### src/rtl/swdiv_pkg.sv
package swdiv_pkg;

  // Prescaler modulus state
  typedef enum logic {
    MODE_BASE = 1'b0,   // divide by 2**PRE_LOG2
    MODE_PLUS = 1'b1    // divide by 2**PRE_LOG2 + 1
  } presc_mode_t;

  // Keep a requested ratio inside the legal window
  function automatic int unsigned clamp_ratio(input int unsigned raw,
                                              input int unsigned lo,
                                              input int unsigned hi);
    if (raw < lo) return lo;
    if (raw > hi) return hi;
    return raw;
  endfunction

  // Number of prescaler periods in one output period
  function automatic int unsigned coarse_count(input int unsigned ratio,
                                               input int unsigned lg);
    return ratio >> lg;
  endfunction

  // Number of prescaler periods that run at the longer modulus
  function automatic int unsigned fine_count(input int unsigned ratio,
                                             input int unsigned lg);
    return ratio & ((32'd1 << lg) - 32'd1);
  endfunction

  // Length in input clocks of one prescaler period
  function automatic int unsigned period_len(input logic plus,
                                             input int unsigned lg);
    return (32'd1 << lg) + (plus ? 32'd1 : 32'd0);
  endfunction

endpackage

### src/rtl/swdiv_ratio_latch.sv
module swdiv_ratio_latch
  import swdiv_pkg::*;
#(
  parameter int unsigned RATIO_W   = 7,
  parameter int unsigned PRE_LOG2  = 3,
  parameter int unsigned RATIO_MIN = 93,
  parameter int unsigned RATIO_MAX = 120,
  localparam int unsigned P_W      = RATIO_W - PRE_LOG2
) (
  input  logic                clk,
  input  logic                rst,
  input  logic                load,
  input  logic [RATIO_W-1:0]  ratio_in,
  output logic [P_W-1:0]      p_next,
  output logic [PRE_LOG2-1:0] s_next,
  output logic [RATIO_W-1:0]  ratio_q
);

  logic [RATIO_W-1:0] clamped;

  always_comb begin
    clamped = RATIO_W'(clamp_ratio(32'(ratio_in), RATIO_MIN, RATIO_MAX));
    p_next  = P_W'(coarse_count(32'(clamped), PRE_LOG2));
    s_next  = PRE_LOG2'(fine_count(32'(clamped), PRE_LOG2));
  end

  always_ff @(posedge clk) begin
    if (rst)       ratio_q <= RATIO_W'(RATIO_MIN);
    else if (load) ratio_q <= clamped;
  end

  // a captured ratio always lies inside the legal window
  p_clamp_range_r9: assert property (@(posedge clk) disable iff (rst)
    load |=> (ratio_q >= RATIO_W'(RATIO_MIN) && ratio_q <= RATIO_W'(RATIO_MAX)));

endmodule

### src/rtl/swdiv_prescaler.sv
module swdiv_prescaler
  import swdiv_pkg::*;
#(
  parameter int unsigned PRE_LOG2 = 3,
  localparam int unsigned CW      = PRE_LOG2 + 1
) (
  input  logic clk,
  input  logic rst,
  input  logic run,
  input  logic modulus,
  output logic pre_tick
);

  logic [CW-1:0] phase;
  logic [CW-1:0] last;

  always_comb begin
    last     = CW'(period_len(modulus, PRE_LOG2) - 32'd1);
    pre_tick = run && (phase == last);
  end

  always_ff @(posedge clk) begin
    if (rst)                  phase <= '0;
    else if (!run || pre_tick) phase <= '0;
    else                      phase <= phase + CW'(1);
  end

  // the modulus input must hold still inside a prescaler period
  p_mod_boundary_r4: assert property (@(posedge clk) disable iff (rst)
    (run && !pre_tick) |=> $stable(modulus));

endmodule

### src/rtl/swdiv_swallow_ctr.sv
module swdiv_swallow_ctr
  import swdiv_pkg::*;
#(
  parameter int unsigned PRE_LOG2 = 3
) (
  input  logic                clk,
  input  logic                rst,
  input  logic                load,
  input  logic                pre_tick,
  input  logic [PRE_LOG2-1:0] s_next,
  output logic                modulus
);

  presc_mode_t         mode_q;
  logic [PRE_LOG2-1:0] s_left;
  logic                s_zero_next;
  logic                s_zero_left;

  assign s_zero_next = (s_next == '0);
  assign s_zero_left = (s_left == '0);
  assign modulus     = (mode_q == MODE_PLUS);

  // Reload path: the first period of a new output period is decided
  // directly from the new swallow value, so S = 0 and S = 1 both work.
  always_ff @(posedge clk) begin
    if (rst) begin
      mode_q <= MODE_BASE;
      s_left <= '0;
    end else if (load) begin
      mode_q <= s_zero_next ? MODE_BASE : MODE_PLUS;
      s_left <= s_zero_next ? '0 : s_next - PRE_LOG2'(1);
    end else if (pre_tick) begin
      mode_q <= s_zero_left ? MODE_BASE : MODE_PLUS;
      s_left <= s_zero_left ? '0 : s_left - PRE_LOG2'(1);
    end
  end

  // Checker state: modulus-plus periods seen in the running output period
  logic [PRE_LOG2:0]   plus_seen;
  logic [PRE_LOG2-1:0] s_taken;

  always_ff @(posedge clk) begin
    if (rst) begin
      plus_seen <= '0;
      s_taken   <= '0;
    end else if (load) begin
      plus_seen <= '0;
      s_taken   <= s_next;
    end else if (pre_tick && modulus) begin
      plus_seen <= plus_seen + (PRE_LOG2+1)'(1);
    end
  end

  // swallow value 0 starts the period at the base modulus
  p_zero_swallow_r5: assert property (@(posedge clk) disable iff (rst)
    (load && s_zero_next) |=> !modulus);

  // swallow value 1 starts the period at the longer modulus
  p_one_swallow_r6: assert property (@(posedge clk) disable iff (rst)
    (load && s_next == PRE_LOG2'(1)) |=> modulus);

  // once back at the base modulus, no longer period follows
  p_order_r7: assert property (@(posedge clk) disable iff (rst)
    (!load && !modulus) |=> !modulus);

  // the number of longer periods equals the captured swallow value
  p_swallow_count_r7: assert property (@(posedge clk) disable iff (rst)
    (load && pre_tick) |->
      (plus_seen + (modulus ? (PRE_LOG2+1)'(1) : '0)) == {1'b0, s_taken});

endmodule

### src/rtl/swdiv_program_ctr.sv
module swdiv_program_ctr #(
  parameter int unsigned P_W = 4
) (
  input  logic           clk,
  input  logic           rst,
  input  logic           pre_tick,
  input  logic [P_W-1:0] p_next,
  output logic           run,
  output logic           load,
  output logic           wrap,
  output logic           out_pulse
);

  logic           primed;
  logic [P_W-1:0] p_left;

  always_comb begin
    run  = primed;
    wrap = pre_tick && (p_left == '0);
    load = wrap || !primed;
  end

  always_ff @(posedge clk) begin
    if (rst) begin
      primed    <= 1'b0;
      p_left    <= '0;
      out_pulse <= 1'b0;
    end else begin
      primed    <= 1'b1;
      out_pulse <= wrap;
      if (load)          p_left <= p_next - P_W'(1);
      else if (pre_tick) p_left <= p_left - P_W'(1);
    end
  end

  // the output pulse lasts one clock
  p_pulse_width_r10: assert property (@(posedge clk) disable iff (rst)
    out_pulse |=> !out_pulse);

endmodule

### src/rtl/swallow_divider.sv
module swallow_divider
  import swdiv_pkg::*;
#(
  parameter int unsigned RATIO_W   = 7,
  parameter int unsigned PRE_LOG2  = 3,
  parameter int unsigned RATIO_MIN = 93,
  parameter int unsigned RATIO_MAX = 120
) (
  input  logic               clk,
  input  logic               rst,
  input  logic [RATIO_W-1:0] ratio_in,
  output logic               div_pulse,
  output logic               pre_pulse,
  output logic               mod_sel
);

  localparam int unsigned P_W = RATIO_W - PRE_LOG2;
  localparam int unsigned GW  = RATIO_W + 1;

  // Named internal events
  logic                run;
  logic                load;
  logic                wrap;
  logic                pre_tick;
  logic                modulus;
  logic [P_W-1:0]      p_next;
  logic [PRE_LOG2-1:0] s_next;
  logic [RATIO_W-1:0]  ratio_q;

  swdiv_ratio_latch #(
    .RATIO_W(RATIO_W), .PRE_LOG2(PRE_LOG2),
    .RATIO_MIN(RATIO_MIN), .RATIO_MAX(RATIO_MAX)
  ) u_latch (
    .clk(clk), .rst(rst), .load(load), .ratio_in(ratio_in),
    .p_next(p_next), .s_next(s_next), .ratio_q(ratio_q)
  );

  swdiv_prescaler #(.PRE_LOG2(PRE_LOG2)) u_presc (
    .clk(clk), .rst(rst), .run(run), .modulus(modulus), .pre_tick(pre_tick)
  );

  swdiv_swallow_ctr #(.PRE_LOG2(PRE_LOG2)) u_swallow (
    .clk(clk), .rst(rst), .load(load), .pre_tick(pre_tick),
    .s_next(s_next), .modulus(modulus)
  );

  swdiv_program_ctr #(.P_W(P_W)) u_prog (
    .clk(clk), .rst(rst), .pre_tick(pre_tick), .p_next(p_next),
    .run(run), .load(load), .wrap(wrap), .out_pulse(div_pulse)
  );

  assign pre_pulse = pre_tick;
  assign mod_sel   = modulus;

  // Checker: input clocks since the last capture of a ratio
  logic [GW-1:0] gap;

  always_ff @(posedge clk) begin
    if (rst)       gap <= '0;
    else if (load) gap <= '0;
    else           gap <= gap + GW'(1);
  end

  // a period ends exactly after the captured number of clocks
  p_period_r2: assert property (@(posedge clk) disable iff (rst)
    wrap |-> (gap == {1'b0, ratio_q} - GW'(1)));

  // a period never runs past the captured length
  p_no_overrun_r2: assert property (@(posedge clk) disable iff (rst)
    (run && !load) |-> (gap < {1'b0, ratio_q}));

  // reset silences every output
  p_reset_quiet_r1: assert property (@(posedge clk)
    rst |=> (!div_pulse && !mod_sel));

endmodule

### config.mk
export PLATFORM = sky130hd
export DESIGN_NAME = swallow_divider
export DESIGN_NICKNAME = d
export VERILOG_FILES = /design/src/rtl/swdiv_pkg.sv /design/src/rtl/swdiv_ratio_latch.sv /design/src/rtl/swdiv_prescaler.sv /design/src/rtl/swdiv_swallow_ctr.sv /design/src/rtl/swdiv_program_ctr.sv /design/src/rtl/swallow_divider.sv
export SDC_FILE = /design/constraint.sdc
export NUM_CORES = 1
export LEC_CHECK = 0
export CAP_MARGIN = 10
export CORE_MARGIN = 2
export CORE_UTILIZATION = 35
export CTS_BUF_LIST = sky130_fd_sc_hd__clkbuf_4 sky130_fd_sc_hd__clkbuf_8
export CTS_CLUSTER_SIZE = 12
export DETAILED_ROUTE_END_ITERATION = 12
export HOLD_SLACK_MARGIN = 0.02
export PLACE_DENSITY = 0.58
export REMOVE_ABC_BUFFERS = 1
export SLEW_MARGIN = 20
export SYNTH_ARGS = -nofsm -noshare
export SYNTH_HDL_FRONTEND = slang
export SYNTH_SLANG_ARGS = --single-unit
### constraint.sdc
create_clock -name clk -period 7.4 [get_ports clk]
set_input_delay 1.85 -clock clk [delete_from_list [all_inputs] [get_ports clk]]
set_output_delay 1.85 -clock clk [all_outputs]
set_load 0.01 [all_outputs]
==> impl_metrics.toml, run 1 <==
[critical_path]
reg2regPathDepth = 10
cp_slowest_cell = "clkdlybuf4s50_1"
end_kind = "output pin"
critical_path.max_fanout = 10
cp-start-kind = "flop"
crit_type = "reg -> out"
max_stage_delay_ns = 0.57
crit_required_ns = 5.55
arrival_ns = 2.22
reg2reg_from = "u_presc.phase[1]"
path_cells = "or3_4, o22ai_2, and2_1, clkdlybuf4s50_1"
r2r-end = "u_prog.p_left[2]"
rrSetupSlack_ns = 4.87

[yosys]
synth_area_um2 = 824.5
synth_seq_area_share_pct = 33.99
yosys-top-cells-count = "dfxtp_1 (14), a21oi_1 (12), nor2_1 (12)"
synth-main-ff-cell = "dfxtp_1"
synthTopCellsByArea = "dfxtp_1 (34%), a21oi_1 (7.3%), ha_1 (6.1%)"
synth-seq-cells = 14
syn-instance-count = 104
postSynth.asyncResetShare_pct = 0
synth.most_common_cell = "dfxtp_1"
synth_cell_types = 36
yosys.area.top_type = "dfxtp_1"
synth_top_area_share_pct = 33.99
avgSynthCellArea_um2 = 7.928
synth-edff-count = 0
ys_warn_count = 0

[cts]
cts_resized = 0
ctsRootBufferMaster = "clkbuf_4"
htree_num_levels = 1
clk_latency_ns = 0.28
numCtsBuffers = 3
numClockSinks = 14
cts_tree = "yes"
clkTransAtPathRegs_ns = 0.08
cts_setup_buffers = 0
cts_hold_buf = 0
cts.path.max_buffers = 2

[sta]
tightest_slew_ns = 0.9402
worst_slew_margin_rel_pct = 36.74
finalSetupTns_ns = 0
fmax_mhz = 245.9
post-route-min-period_ns = 4.066
hold_violations = 0
rsz0062_at_grt = "false"
fin_skew_ns = 0.005307
fin_crit_sh_pct = 54.95
setup_viol = 0
maxSlewViolCount = 0

[die]
die_y_um = 52.54
initial_utilization_pct = 37.27
num_rows = 17
die-area_um2 = 2760
io_pins = 12
fp.coreArea_um2 = 2212
die_width_um = 52.54

[route]
post_drt_via_cell_ratio = 5.646
post_drt_wl_per_cell_um = 12.26
drtAntennaViolNets = 0
detail_route.iter0.violations = 22
wirelength_um = 1766
via_count = 813
drt_pass1_iterations = 4
drc = 0

[pwr]
p_int_mw = 0.1229
ir_drop_uv = 74.16
pwr-share-seq_pct = 49.7
p_clk_share_pct = 32.6
finalPower_mw = 0.1684
p_switching_mw = 0.04543
power_switching_share_pct = 26.98
p_comb_share_pct = 17.7
p_per_area_nw_per_um2 = 169.3
leakage_nw = 0.3681

[grt]
grt_max_degree = 18
antenna_found_initial = 0
grt_overflow = 0
grt_pass1_wl_um = 2967
grt_pass1_vias = 663
grt_usage_pct = 14.72

[job]
cap_violations = 0

[finish]
fill_cells = 226
areaGrowthSynthToFinish_pct = 20.64
final_layout_size_suffix_gt1_share_pct = 7.759
nets = 130
antenna_cells = 0
postLayoutCellArea_um2 = 994.7

[hold_path]
hold_start = "u_presc.phase[0]"
hold_depth = 1
worstHoldPathType = "reg -> reg"
holdPathEnd = "u_presc.phase[0]"

[placed_design]
place_hpwl_um = 1338
dpl_cell_area_um2 = 958.4
portBuffers = 11
place_congestion = 0.7825

[run_status]
status = "finished, final reports clean"
[metal layers]
layer,track usage (%),share of wire [%]
met5,0,0
met4,7.692,2.1
met3,1.714,3.6
met2,21.88,46
met1,20.63,48
[worst max path at each step]
| stage | start | to | slack, ns | depth (start not counted) |
|---|---|---|---|---|
| after floorplan | u_presc.phase[1] | pre_pulse | 4.31 | 3 |
| after global placement | u_presc.phase[1] | pre_pulse | 3.63 | 4 |
| after detailed placement | u_presc.phase[1] | pre_pulse | 3.64 | 4 |
| after CTS | u_presc.phase[1] | pre_pulse | 3.33 | 4 |
| after global routing | u_presc.phase[1] | pre_pulse | 3.21 | 4 |
| final | u_presc.phase[1] | pre_pulse | 3.33 | 4 |
[registers in the layout, indices dropped and copies added, names as in the netlist]
| name | cells |
|---|---|
| u_presc.phase | 4 |
| u_prog.out_pulse | 1 |
| u_prog.p_left | 4 |
| u_prog.run | 1 |
| u_swallow.modulus | 1 |
| u_swallow.s_left | 3 |
[cell families (layout without fill, tap and decap cells)]
logic type | after synthesis | after routing | share of synthesized area [%]
and+or+nand+nor | 38 | 38 | 23.06
buffers and inverters | 7 | 19 | 3.186
adders and majority gates | 4 | 4 | 6.070
AOI/OAI and AO/OA | 38 | 38 | 30.50
DFF | 14 | 14 | 33.99
xor gates and xnor gates | 3 | 3 | 3.187
[stage by stage]
stage          worst slack (ns)  hold slack [ns]  cells  util, %
2_1_floorplan             4.315           0.4291    101        -
3_3_place_gp              3.635           0.4523    140    43.33
3_5_place_dp              3.643           0.4580    140    43.33
4_1_cts                   3.326           0.4771    144    44.97
5_1_grt                   3.213           0.5323    144    44.97
6_report                  3.334           0.4736    144    44.97
[cells in the final DEF, fill, tap and decap left out, drive strengths merged, types with 2 or more instances in the layout]
| cell type | n |
|---|---|
| a21oi | 12 |
| nand2 | 9 |
| xnor2 | 2 |
| o22ai | 2 |
| or3 | 2 |
| ha | 4 |
| clkbuf | 4 |
| clkdlybuf4s50 | 11 |
| nor4 | 2 |
| o21a | 2 |
| o21ai | 11 |
| dfxtp | 14 |
| nand3 | 3 |
| or4 | 2 |
| and3 | 2 |
| nor2 | 12 |
| inv | 4 |
| a31oi | 2 |
[critical path: cells and delay by family (launching register included)]
kind	cells	cell delay, ns
flip-flops	1	0.33
buffers and inverters	1	0.57
AO/OA/AOI/OAI	1	0.35
AND/OR/NAND/NOR	2	0.69
[area by class of cell]
| type | instances | area (um2) | share of cell area [%] |
|---|---|---|---|
| clock buffers | 4 | 36.28 | 3.648 |
| inverters | 4 | 15.01 | 1.509 |
| repair buffers | 11 | 110.1 | 11.07 |
| multi-input cells | 83 | 518.0 | 52.08 |
| flip-flops and latches | 14 | 280.3 | 28.18 |
| well taps | 28 | 35.03 | 3.522 |
[power by group through the flow]
stage / registers [mW] / logic (mW) / clock network (mW)
finish: 0.0837 / 0.0298 / 0.0548
global route: 0.0846 / 0.0336 / 0.0601
CTS: 0.0838 / 0.0300 / 0.0562
detailed placement: 0.0855 / 0.0299 / 0
global placement: 0.0854 / 0.0294 / 0
floorplan: 0.0844 / 0.0184 / 0
No activity file was read; power rests on OpenSTA's default activity.
==> run 2: changes to the inputs <==
- PLACE_DENSITY: 0.58 -> 0.61
- clock period: 7.4 -> 3.3 ns (I/O delays scaled with it)
==> run 2 against run 1 <==
Critical path depth unchanged. Via count decreased by 3.3%. Register-to-register slack got worse by 4.1 ns. Sequential share of layout area decreased by 0.21 points.
==> impl_metrics.toml, run 2 (same netlist as run 1, synthesis figures left out) <==
[route]
wirelength_um = 1781
drt_pass1_iterations = 4
post_drt_via_cell_ratio = 5.421
drc = 0
drtAntennaViolNets = 0
via_count = 786
detail_route.iter0.violations = 14
post_drt_wl_per_cell_um = 12.28

[cts]
cts_hold_buf = 0
cts_tree = "yes"
numClockSinks = 14
clkTransAtPathRegs_ns = 0.09
htree_num_levels = 1
cts.path.max_buffers = 2
ctsRootBufferMaster = "clkbuf_4"
cts_setup_buffers = 0
cts_resized = 0
numCtsBuffers = 3
clk_latency_ns = 0.29

[sta]
fmax_mhz = 326.2
post-route-min-period_ns = 3.066
maxSlewViolCount = 0
setup_viol = 0
worst_slew_margin_rel_pct = 37.20
tightest_slew_ns = 0.9334
rsz0062_at_grt = "false"
fin_skew_ns = 0.004809
worst_hold_slack_ns = 0.4695
fin_crit_sh_pct = 92.91
hold_violations = 0
finalSetupTns_ns = 0

[finish]
postLayoutCellArea_um2 = 1002
final_layout_size_suffix_gt1_share_pct = 8.547
final_cell_mix = "dfxtp_1 (14), nor2_1 (12), a21oi_1 (12)"
nets = 131
final_common_cell = "dfxtp_1"
finalNonFillerCells = 145
top_regs = "u_presc.phase (4), u_prog.p_left (4), u_swallow.s_left (3)"
antenna_cells = 0
areaGrowthSynthToFinish_pct = 21.55

[pwr]
p_int_mw = 0.2765
p_per_area_nw_per_um2 = 380.9
ir_drop_uv = 387.7
power_switching_share_pct = 27.58
p_clk_share_pct = 33.1
leakage_nw = 0.3729
pwr-share-seq_pct = 48.5
p_comb_share_pct = 18.3
p_switching_mw = 0.1053

[grt]
grt_max_degree = 18
grt_pass1_vias = 711
grt_usage_pct = 14.98
grt_pass1_wl_um = 3008
antenna_found_initial = 0
grt_overflow = 0

[die]
num_rows = 17
initial_utilization_pct = 37.27
io_pins = 12
die_width_um = 52.54
die-area_um2 = 2760
fp.coreArea_um2 = 2212
die_y_um = 52.54

[critical_path]
crit_type = "reg -> out"
critical_path.max_fanout = 10
reg2regPathDepth = 10
crit_required_ns = 2.47
cp-start-kind = "flop"
end_kind = "output pin"
arrival_ns = 2.24
rrSetupSlack_ns = 0.73

[job]
cap_violations = 0

[placed_design]
portBuffers = 11
place_congestion = 0.7116
dpl_cell_area_um2 = 965.9
place_hpwl_um = 1322
placed_cells = 141

[hold_path]
worstHoldPathType = "reg -> reg"
hold_depth = 1

[run_status]
status = "finished, final reports clean"
## run 2: cell types whose count changed in the layout (fill, tap and decap cells not counted)
cell	previous run	this run
buf_4	0	1
## run 2: layer usage
| layer | up-vias | track usage (%) | routed length [um] |
|---|---|---|---|
| met5 | - | 0 | 0 |
| met4 | 0 | 3.846 | 11 |
| met3 | 3 | 5.143 | 98 |
| met2 | 18 | 25.00 | 811 |
| met1 | 356 | 18.25 | 859 |
| li1 | 409 | - | - |
## run 2: layout make-up
| cell class | count | area, um2 |
|---|---|---|
| Clock buffer | 4 | 36.28 |
| Sequential cell | 14 | 280.3 |
| Fill cell | 220 | 1210 |
| Multi-Input combinational cell | 83 | 518.0 |
| Timing Repair Buffer | 12 | 117.6 |
| Inverter | 4 | 15.01 |
| Tap cell | 28 | 35.03 |
## run 2: critical path: stages, from the launching register on
cell and delay (ns):
dfxtp_1 0.34, or3_4 0.41, o22ai_2 0.36, and2_1 0.28, clkdlybuf4s50_1 0.56
## run 2: path summary, 6_finish.rpt
kind | startpoint | endpoint
worst max-delay path | u_presc.phase[1] | pre_pulse
worst min-delay path | u_presc.phase[0] | u_presc.phase[0]
worst max register to register | u_presc.phase[1] | u_prog.p_left[2]
worst min register to register | u_presc.phase[0] | u_presc.phase[0]
## run 2: per-stage QoR
stage	setup WS [ns]	total power, mW	util [%]
floorplan	0.9299	0.2304	-
global placement	0.5515	0.2577	43.67
detailed placement	0.5635	0.2591	43.67
CTS	0.2228	0.3870	45.31
global route	0.1256	0.4072	45.31
finish	0.2341	0.3818	45.31
## run 2: power by group through the flow
stage | sequential, mW | combinational (mW) | clock (mW)
floorplan | 0.189 | 0.0412 | 0
global placement | 0.189 | 0.0692 | 0
detailed placement | 0.189 | 0.0701 | 0
CTS | 0.185 | 0.0702 | 0.132
global route | 0.187 | 0.0801 | 0.140
finish | 0.185 | 0.0700 | 0.126
